<file path="src/rtl/rdm_pkg.sv">
package rdm_pkg;
  localparam int ADDR_W = 7;
  localparam int BYTE_W = ADDR_W + 1;

  typedef enum logic [2:0] {
    K_IDLE,
    K_START,
    K_ADDR,
    K_REG,
    K_DATA,
    K_GAP,
    K_STOP
  } slot_e;
endpackage

</file>
<file path="src/rtl/rdm_qtick.sv">
module rdm_qtick #(
  parameter int QDIV = 4
) (
  input  logic clk,
  input  logic rst_n,
  input  logic run,
  output logic tick
);
  localparam int CW = (QDIV > 1) ? $clog2(QDIV) : 1;
  localparam logic [CW-1:0] LAST = CW'(QDIV - 1);

  logic [CW-1:0] cnt_q, cnt_n;

  always_comb begin
    if (!run || cnt_q == LAST) cnt_n = '0;
    else                       cnt_n = cnt_q + 1'b1;
  end

  assign tick = run && (cnt_q == LAST);

  always_ff @(posedge clk or negedge rst_n) begin
    if (!rst_n) cnt_q <= '0;
    else        cnt_q <= cnt_n;
  end

  generate
    if (QDIV > 1) begin : g_chk
      assert_tick_spacing_R9: assert property (@(posedge clk) disable iff (!rst_n)
        tick |=> !tick);
    end
  endgenerate
endmodule

</file>
<file path="src/rtl/rdm_rx.sv">
module rdm_rx #(
  parameter int W = 8
) (
  input  logic         clk,
  input  logic         rst_n,
  input  logic         sda_in,
  input  logic         sample,
  input  logic         shift,
  output logic         bit_o,
  output logic [W-1:0] byte_o
);
  logic meta_q, sync_q;

  always_ff @(posedge clk or negedge rst_n) begin
    if (!rst_n) begin
      meta_q <= 1'b1;
      sync_q <= 1'b1;
      bit_o  <= 1'b1;
      byte_o <= '0;
    end else begin
      meta_q <= sda_in;
      sync_q <= meta_q;
      if (sample) bit_o  <= sync_q;
      if (shift)  byte_o <= {byte_o[W-2:0], sync_q};
    end
  end

  assert_shift_on_sample_R7: assert property (@(posedge clk) disable iff (!rst_n)
    shift |-> sample);
endmodule

</file>
<file path="src/rtl/rdm_ctrl.sv">
module rdm_ctrl
  import rdm_pkg::*;
(
  input  logic              clk,
  input  logic              rst_n,
  input  logic              tick,
  input  logic              start_i,
  input  logic [ADDR_W-1:0] dev_addr_i,
  input  logic [BYTE_W-1:0] reg_idx_i,
  input  logic              rx_bit,
  input  logic [BYTE_W-1:0] rx_byte,
  output logic              run,
  output logic              sample,
  output logic              shift,
  output logic              scl_low_o,
  output logic              sda_low_o,
  output logic              done_o,
  output logic              ack_err_o,
  output logic [BYTE_W-1:0] rd_data_o
);
  localparam int CW = $clog2(BYTE_W + 1);
  localparam logic [CW-1:0] ACK = CW'(BYTE_W);

  slot_e             kind_q, kind_n;
  logic [1:0]        q_q, q_n;
  logic [CW-1:0]     cnt_q, cnt_n;
  logic [BYTE_W-1:0] tx_q, tx_n, reg_q, reg_n;
  logic              pend_q, pend_n, fin;
  logic              scl_n, sda_n;

  assign run    = (kind_q != K_IDLE);
  assign sample = tick && (q_q == 2'd2) &&
                  (kind_q == K_ADDR || kind_q == K_REG || kind_q == K_DATA);
  assign shift  = sample && (kind_q == K_DATA) && (cnt_q != ACK);

  // next-state: slot sequencing
  always_comb begin
    kind_n = kind_q;
    q_n    = q_q;
    cnt_n  = cnt_q;
    tx_n   = tx_q;
    reg_n  = reg_q;
    pend_n = pend_q;
    fin    = 1'b0;
    if (kind_q == K_IDLE) begin
      if (start_i) begin
        kind_n = K_START;
        q_n    = 2'd0;
        cnt_n  = '0;
        tx_n   = {dev_addr_i, 1'b1};
        reg_n  = reg_idx_i;
        pend_n = 1'b0;
      end
    end else if (tick) begin
      q_n = q_q + 2'd1;
      if (q_q == 2'd3) begin
        unique case (kind_q)
          K_START: begin
            kind_n = K_ADDR;
            cnt_n  = '0;
          end
          K_ADDR, K_REG: begin
            if (cnt_q != ACK) begin
              cnt_n = cnt_q + 1'b1;
              tx_n  = {tx_q[BYTE_W-2:0], 1'b0};
            end else if (rx_bit) begin
              kind_n = K_STOP;
              pend_n = 1'b1;
            end else if (kind_q == K_ADDR) begin
              kind_n = K_REG;
              cnt_n  = '0;
              tx_n   = reg_q;
            end else begin
              kind_n = K_DATA;
              cnt_n  = '0;
            end
          end
          K_DATA: begin
            if (cnt_q != ACK) cnt_n = cnt_q + 1'b1;
            else              kind_n = K_GAP;
          end
          K_GAP:  kind_n = K_STOP;
          K_STOP: begin
            kind_n = K_IDLE;
            fin    = 1'b1;
          end
          default: kind_n = K_IDLE;
        endcase
      end
    end
  end

  // next-state: line drive derived from the upcoming slot and quarter
  always_comb begin
    scl_n = 1'b0;
    sda_n = 1'b0;
    unique case (kind_n)
      K_START: begin
        scl_n = (q_n == 2'd3);
        sda_n = q_n[1];
      end
      K_ADDR, K_REG: begin
        scl_n = (q_n == 2'd0) || (q_n == 2'd3);
        sda_n = (cnt_n != ACK) && !tx_n[BYTE_W-1];
      end
      K_DATA: begin
        scl_n = (q_n == 2'd0) || (q_n == 2'd3);
        sda_n = (cnt_n == ACK);
      end
      K_GAP: begin
        scl_n = 1'b1;
        sda_n = 1'b1;
      end
      K_STOP: begin
        scl_n = (q_n == 2'd0);
        sda_n = !q_n[1];
      end
      default: begin
        scl_n = 1'b0;
        sda_n = 1'b0;
      end
    endcase
  end

  always_ff @(posedge clk or negedge rst_n) begin
    if (!rst_n) begin
      kind_q    <= K_IDLE;
      q_q       <= 2'd0;
      cnt_q     <= '0;
      tx_q      <= '0;
      reg_q     <= '0;
      pend_q    <= 1'b0;
      scl_low_o <= 1'b0;
      sda_low_o <= 1'b0;
      done_o    <= 1'b0;
      ack_err_o <= 1'b0;
      rd_data_o <= '0;
    end else begin
      kind_q    <= kind_n;
      q_q       <= q_n;
      cnt_q     <= cnt_n;
      tx_q      <= tx_n;
      reg_q     <= reg_n;
      pend_q    <= pend_n;
      scl_low_o <= scl_n;
      sda_low_o <= sda_n;
      done_o    <= fin;
      ack_err_o <= fin && pend_q;
      if (fin && !pend_q) rd_data_o <= rx_byte;
    end
  end

  assert_idle_released_R1: assert property (@(posedge clk) disable iff (!rst_n)
    (kind_q == K_IDLE) |-> (!scl_low_o && !sda_low_o));
  assert_sda_moves_scl_low_R3: assert property (@(posedge clk) disable iff (!rst_n)
    (!$stable(sda_low_o) && !scl_low_o && !$past(scl_low_o)) |->
      (kind_q == K_START || kind_q == K_STOP));
  assert_scl_on_tick_R9: assert property (@(posedge clk) disable iff (!rst_n)
    !$stable(scl_low_o) |-> $past(tick));
  assert_busy_ends_done_R8: assert property (@(posedge clk) disable iff (!rst_n)
    $fell(run) |-> done_o);
  assert_busy_start_ignored_R8: assert property (@(posedge clk) disable iff (!rst_n)
    (run && start_i) |=> $stable(reg_q));
  assert_done_single_R10: assert property (@(posedge clk) disable iff (!rst_n)
    done_o |=> !done_o);
  assert_err_with_done_R10: assert property (@(posedge clk) disable iff (!rst_n)
    ack_err_o |-> done_o);
endmodule

</file>
<file path="src/rtl/i2c_reg_read_master.sv">
module i2c_reg_read_master
  import rdm_pkg::*;
#(
  parameter int QDIV = 625
) (
  input  logic              clk,
  input  logic              rst_n,
  input  logic              start_i,
  input  logic [ADDR_W-1:0] dev_addr_i,
  input  logic [BYTE_W-1:0] reg_idx_i,
  input  logic              sda_in_i,
  output logic              scl_low_o,
  output logic              sda_low_o,
  output logic [BYTE_W-1:0] rd_data_o,
  output logic              busy_o,
  output logic              done_o,
  output logic              ack_err_o
);
  logic rst_meta_q, rst_sync_q;
  logic tick, run, sample, shift, rx_bit;
  logic [BYTE_W-1:0] rx_byte;

  always_ff @(posedge clk or negedge rst_n) begin
    if (!rst_n) begin
      rst_meta_q <= 1'b0;
      rst_sync_q <= 1'b0;
    end else begin
      rst_meta_q <= 1'b1;
      rst_sync_q <= rst_meta_q;
    end
  end

  rdm_qtick #(.QDIV(QDIV)) u_qtick (
    .clk   (clk),
    .rst_n (rst_sync_q),
    .run   (run),
    .tick  (tick)
  );

  rdm_rx #(.W(BYTE_W)) u_rx (
    .clk    (clk),
    .rst_n  (rst_sync_q),
    .sda_in (sda_in_i),
    .sample (sample),
    .shift  (shift),
    .bit_o  (rx_bit),
    .byte_o (rx_byte)
  );

  rdm_ctrl u_ctrl (
    .clk        (clk),
    .rst_n      (rst_sync_q),
    .tick       (tick),
    .start_i    (start_i),
    .dev_addr_i (dev_addr_i),
    .reg_idx_i  (reg_idx_i),
    .rx_bit     (rx_bit),
    .rx_byte    (rx_byte),
    .run        (run),
    .sample     (sample),
    .shift      (shift),
    .scl_low_o  (scl_low_o),
    .sda_low_o  (sda_low_o),
    .done_o     (done_o),
    .ack_err_o  (ack_err_o),
    .rd_data_o  (rd_data_o)
  );

  assign busy_o = run;
endmodule

</file>
<file path="config.mk">
export PLATFORM = sky130hd
export DESIGN_NAME = i2c_reg_read_master
export DESIGN_NICKNAME = d
export VERILOG_FILES = /design/src/rtl/rdm_pkg.sv /design/src/rtl/rdm_qtick.sv /design/src/rtl/rdm_rx.sv /design/src/rtl/rdm_ctrl.sv /design/src/rtl/i2c_reg_read_master.sv
export SDC_FILE = /design/constraint.sdc
export NUM_CORES = 1
export LEC_CHECK = 0
export ABC_AREA = 1
export CORE_ASPECT_RATIO = 1.75
export CORE_MARGIN = 5
export CORE_UTILIZATION = 40
export CTS_BUF_LIST = sky130_fd_sc_hd__clkbuf_2
export CTS_CLUSTER_SIZE = 24
export DETAILED_ROUTE_END_ITERATION = 16
export SYNTH_ARGS = -nofsm -noshare
export SYNTH_HDL_FRONTEND = slang
export SYNTH_HIERARCHICAL = 1
export SYNTH_SLANG_ARGS = --single-unit
export TNS_END_PERCENT = 1
</file>
<file path="constraint.sdc">
create_clock -name clk -period 4.4 [get_ports clk]
set_input_delay 1.32 -clock clk [delete_from_list [all_inputs] [get_ports clk]]
set_output_delay 1.32 -clock clk [all_outputs]
set_load 0.02 [all_outputs]
</file>
==> flow_summary.toml <==
[logic_synthesis]
synth-async-reset-ratio_pct = 100.0
yosysSeqAreaShare_pct = 48.73
syn_area_um2 = 3141
synth_most_common_cell = "nand2_1"
synth.top_cell.area_share_pct = 46.22
synth_ff_type = "dfrtp_1"
ys_ff_latch = 61
synth_edf_count = 0
synth.area.top_cells = "dfrtp_1, nand2_1, inv_1, nor2_1, ha_1"
synthesis.nets = 399
postSynthAreaPerCell_um2 = 8.442
yosys-top-cells-count = "nand2_1, dfrtp_1, inv_1"
yosysTopAreaCell = "dfrtp_1"
ys_warn_count = 6
ys_types = 34
syn_inst = 372

[placement]
dp_slack_ns = 1.140
port_buffers = 31
dpl.cell_count = 489
place_congestion = 0.8796
dp_hpwl_um = 4821

[die]
rows = 42
die_w_um = 76.98
start_util_pct = 41.22
core_um2 = 7620
dieArea_um2 = 9793
fp.dieH_um = 127.2
io_pins = 32

[layout]
syn2layout_area_growth_pct = 16.57
layout-drive-gt1-share_pct = 15.59
diodes = 0
final_cells = 505
fin_nets = 439

[critical_path]
cp_max_fo = 14
crit_family = "buffers and inverters"
critPathRequiredTime_ns = 3.08
critical_path_class = "reg2out"
crit_chain = "nor2_2 > nand2_2 > clkdlybuf4s50_1"
cp_slowest_stage_delay_ns = 0.67
rrSetupSlack_ns = 1.73
cp-end-kind = "primary output"
cp-start-kind = "register"
crit_arrival_ns = 1.97
critPathSlowestCell = "clkdlybuf4s50_1"
worst-path-buf-inv = 1

[global_routing]
grtUsageMet1_pct = 15.59
grt_remaining_overflow = 0
grt_max_degree = 60
grt_pass1_wl_um = 11220
use_met3_pct = 2.676
grtUsageMet2_pct = 25.69
antenna_found_initial = 0
grt_pass1_vias = 2420
track_usage_pct = 14.26
top_usage_layer = "met2"

[sta]
slew-limit-headroom_pct = 50.49
rsz0062_at_grt = "no"
finalSetupTns_ns = 0
period_minus_slack_ns = 3.291
setup_viol = 0
setup_ws_ns = 1.110
tightest_slew_ns = 0.7426
post-route-period-util_pct = 74.78
fmax_mhz = 303.9
fin_worst_skew_ns = 0.02544
drv_slew = 0
finalHoldViolations = 0

[clock_network]
cts_setup_buffers = 0
cts_tree = "built"
cts_resized = 0
cts_hold_buf = 0
htree_levels = 3
clkLatencyLatePin_ns = 0.50
cts.sinks = 61
numCtsBuffers = 9
root_buffer = "clkbuf_2"
clkTransAtPathRegs_ns = 0.19
clockBufferDepth = 2

[drt]
routed-via-count = 2455
wl_per_cell_um = 12.72
ant_nets = 0
drt_iter0_markers = 98
routed_wl_um = 6426
routed_via_density = 4.861
dr.pass1.iters = 4
drc = 0

[min_path]
hp-class = "reg2reg"

[pwr]
netSwitchingFraction_pct = 25.16
p_comb_share_pct = 3.6
intPower_mw = 0.7182
switchingPower_mw = 0.2415
finalPower_mw = 0.9597
power_leakage_nw = 1.802
max-vdd-ir-drop_v = 0.0001565
powerDensity_nw_per_um2 = 262.1
p_clk_share_pct = 37.0
seqPwrFrac_pct = 59.5

[run_status]
outcome = "finished, final reports clean"

[job]
drv_cap = 0
power by group through the flow:
stage                     registers (mW)  clock network (mW)  logic (mW)
after floorplan                    0.588                   0     0.00536
after global placement             0.581                   0      0.0354
after detailed placement           0.581                   0      0.0356
after CTS                          0.571               0.371      0.0357
after global routing               0.572               0.396      0.0389
final                              0.571               0.355      0.0343
flip-flops by register name, indices dropped and copies added, names as in the netlist:
register          count
u_rx/bit_o            1
u_ctrl/reg_q          8
u_rx/byte_o           8
u_ctrl/pend_q         1
u_rx/meta_q           1
u_ctrl/ack_err_o      1
u_ctrl/tx_q           8
rst_meta_q            1
u_qtick/cnt_q        10
u_ctrl/q_q            2
u_ctrl/done_o         1
u_ctrl/kind_q         3
u_ctrl/scl_low_o      1
rst_sync_q            1
u_ctrl/rd_data_o      8
u_ctrl/sda_low_o      1
u_rx/sync_q           1
u_ctrl/cnt_q          4
cell families (layout without fill, tap and decap cells):
| group | count (synthesis) | in the layout | synth area share (%) |
|---|---|---|---|
| adder cells (fa/ha/maj) | 8 | 8 | 3.187 |
| buffers and inverters | 57 | 102 | 7.569 |
| multiplexers | 8 | 8 | 2.869 |
| other | 1 | 1 | 0.1194 |
| AND/OR/NAND/NOR | 192 | 192 | 27.69 |
| flip-flops | 61 | 61 | 48.73 |
| XOR/XNOR | 3 | 3 | 0.8368 |
| AO/OA/AOI/OAI | 42 | 42 | 9.004 |
cell usage in the layout, fill, tap and decap left out, types with 2 or more instances in the layout:
cell type / Yosys / layout
nor2_4: 4 / 4
nor2_2: 6 / 6
o21ai_0: 14 / 14
o21bai_1: 3 / 3
clkbuf_2: 0 / 9
inv_1: 47 / 47
nand3_2: 3 / 3
mux2_2: 8 / 8
nand2_1: 114 / 114
clkinv_2: 0 / 2
nand3_1: 16 / 16
dfrtp_1: 58 / 57
nand4_1: 5 / 5
o211ai_1: 7 / 7
clkdlybuf4s50_1: 0 / 31
dfstp_2: 3 / 3
clkinv_4: 0 / 2
a21oi_1: 7 / 7
ha_1: 8 / 8
a32oi_1: 5 / 5
nand2_2: 12 / 12
xor2_1: 2 / 2
nor2_1: 29 / 29
inv_2: 5 / 5
buf_4: 0 / 3
final cells by class:
class	instances	area [µm²]
fill	732	3959
multi-input combinational	254	1373
clock inverter	7	73.82
timing repair buffer	34	332.8
inverter	52	195.2
sequential	61	1531
tap	88	110.1
clock buffer	9	45.04
path summary, 6_finish.rpt:
check	start	end	cells past startpoint
worst min register to register	u_rx/meta_q	u_rx/sync_q	0
worst min-delay path	u_rx/meta_q	u_rx/sync_q	0
worst max-delay path	u_ctrl/kind_q[0]	busy_o	3
max in group asynchronous	rst_n	rst_sync_q	1
worst max register to register	u_qtick/cnt_q[0]	u_ctrl/sda_low_o	15
min in group asynchronous	rst_sync_q	u_ctrl/rd_data_o[1]	1
per-stage QoR:
step | utilization [%] | area, µm² | hold WS [ns]
3_5_place_dp | 46.49 | 3542 | 0.3495
5_1_grt | 48.05 | 3661 | 0.3851
3_3_place_gp | 46.49 | 3542 | 0.3373
4_1_cts | 48.05 | 3661 | 0.3825
2_1_floorplan | - | 3141 | 0.3312
6_report | 48.05 | 3661 | 0.3788
routing by layer:
| metal | part of all wire (%) | routed length (µm) |
|---|---|---|
| met1 | 39 | 2521 |
| met2 | 56 | 3589 |
| met3 | 2.9 | 189 |
| met4 | 2.0 | 127 |
| met5 | 0 | 0 |
Note: power is estimated with default switching activity, not from simulation.
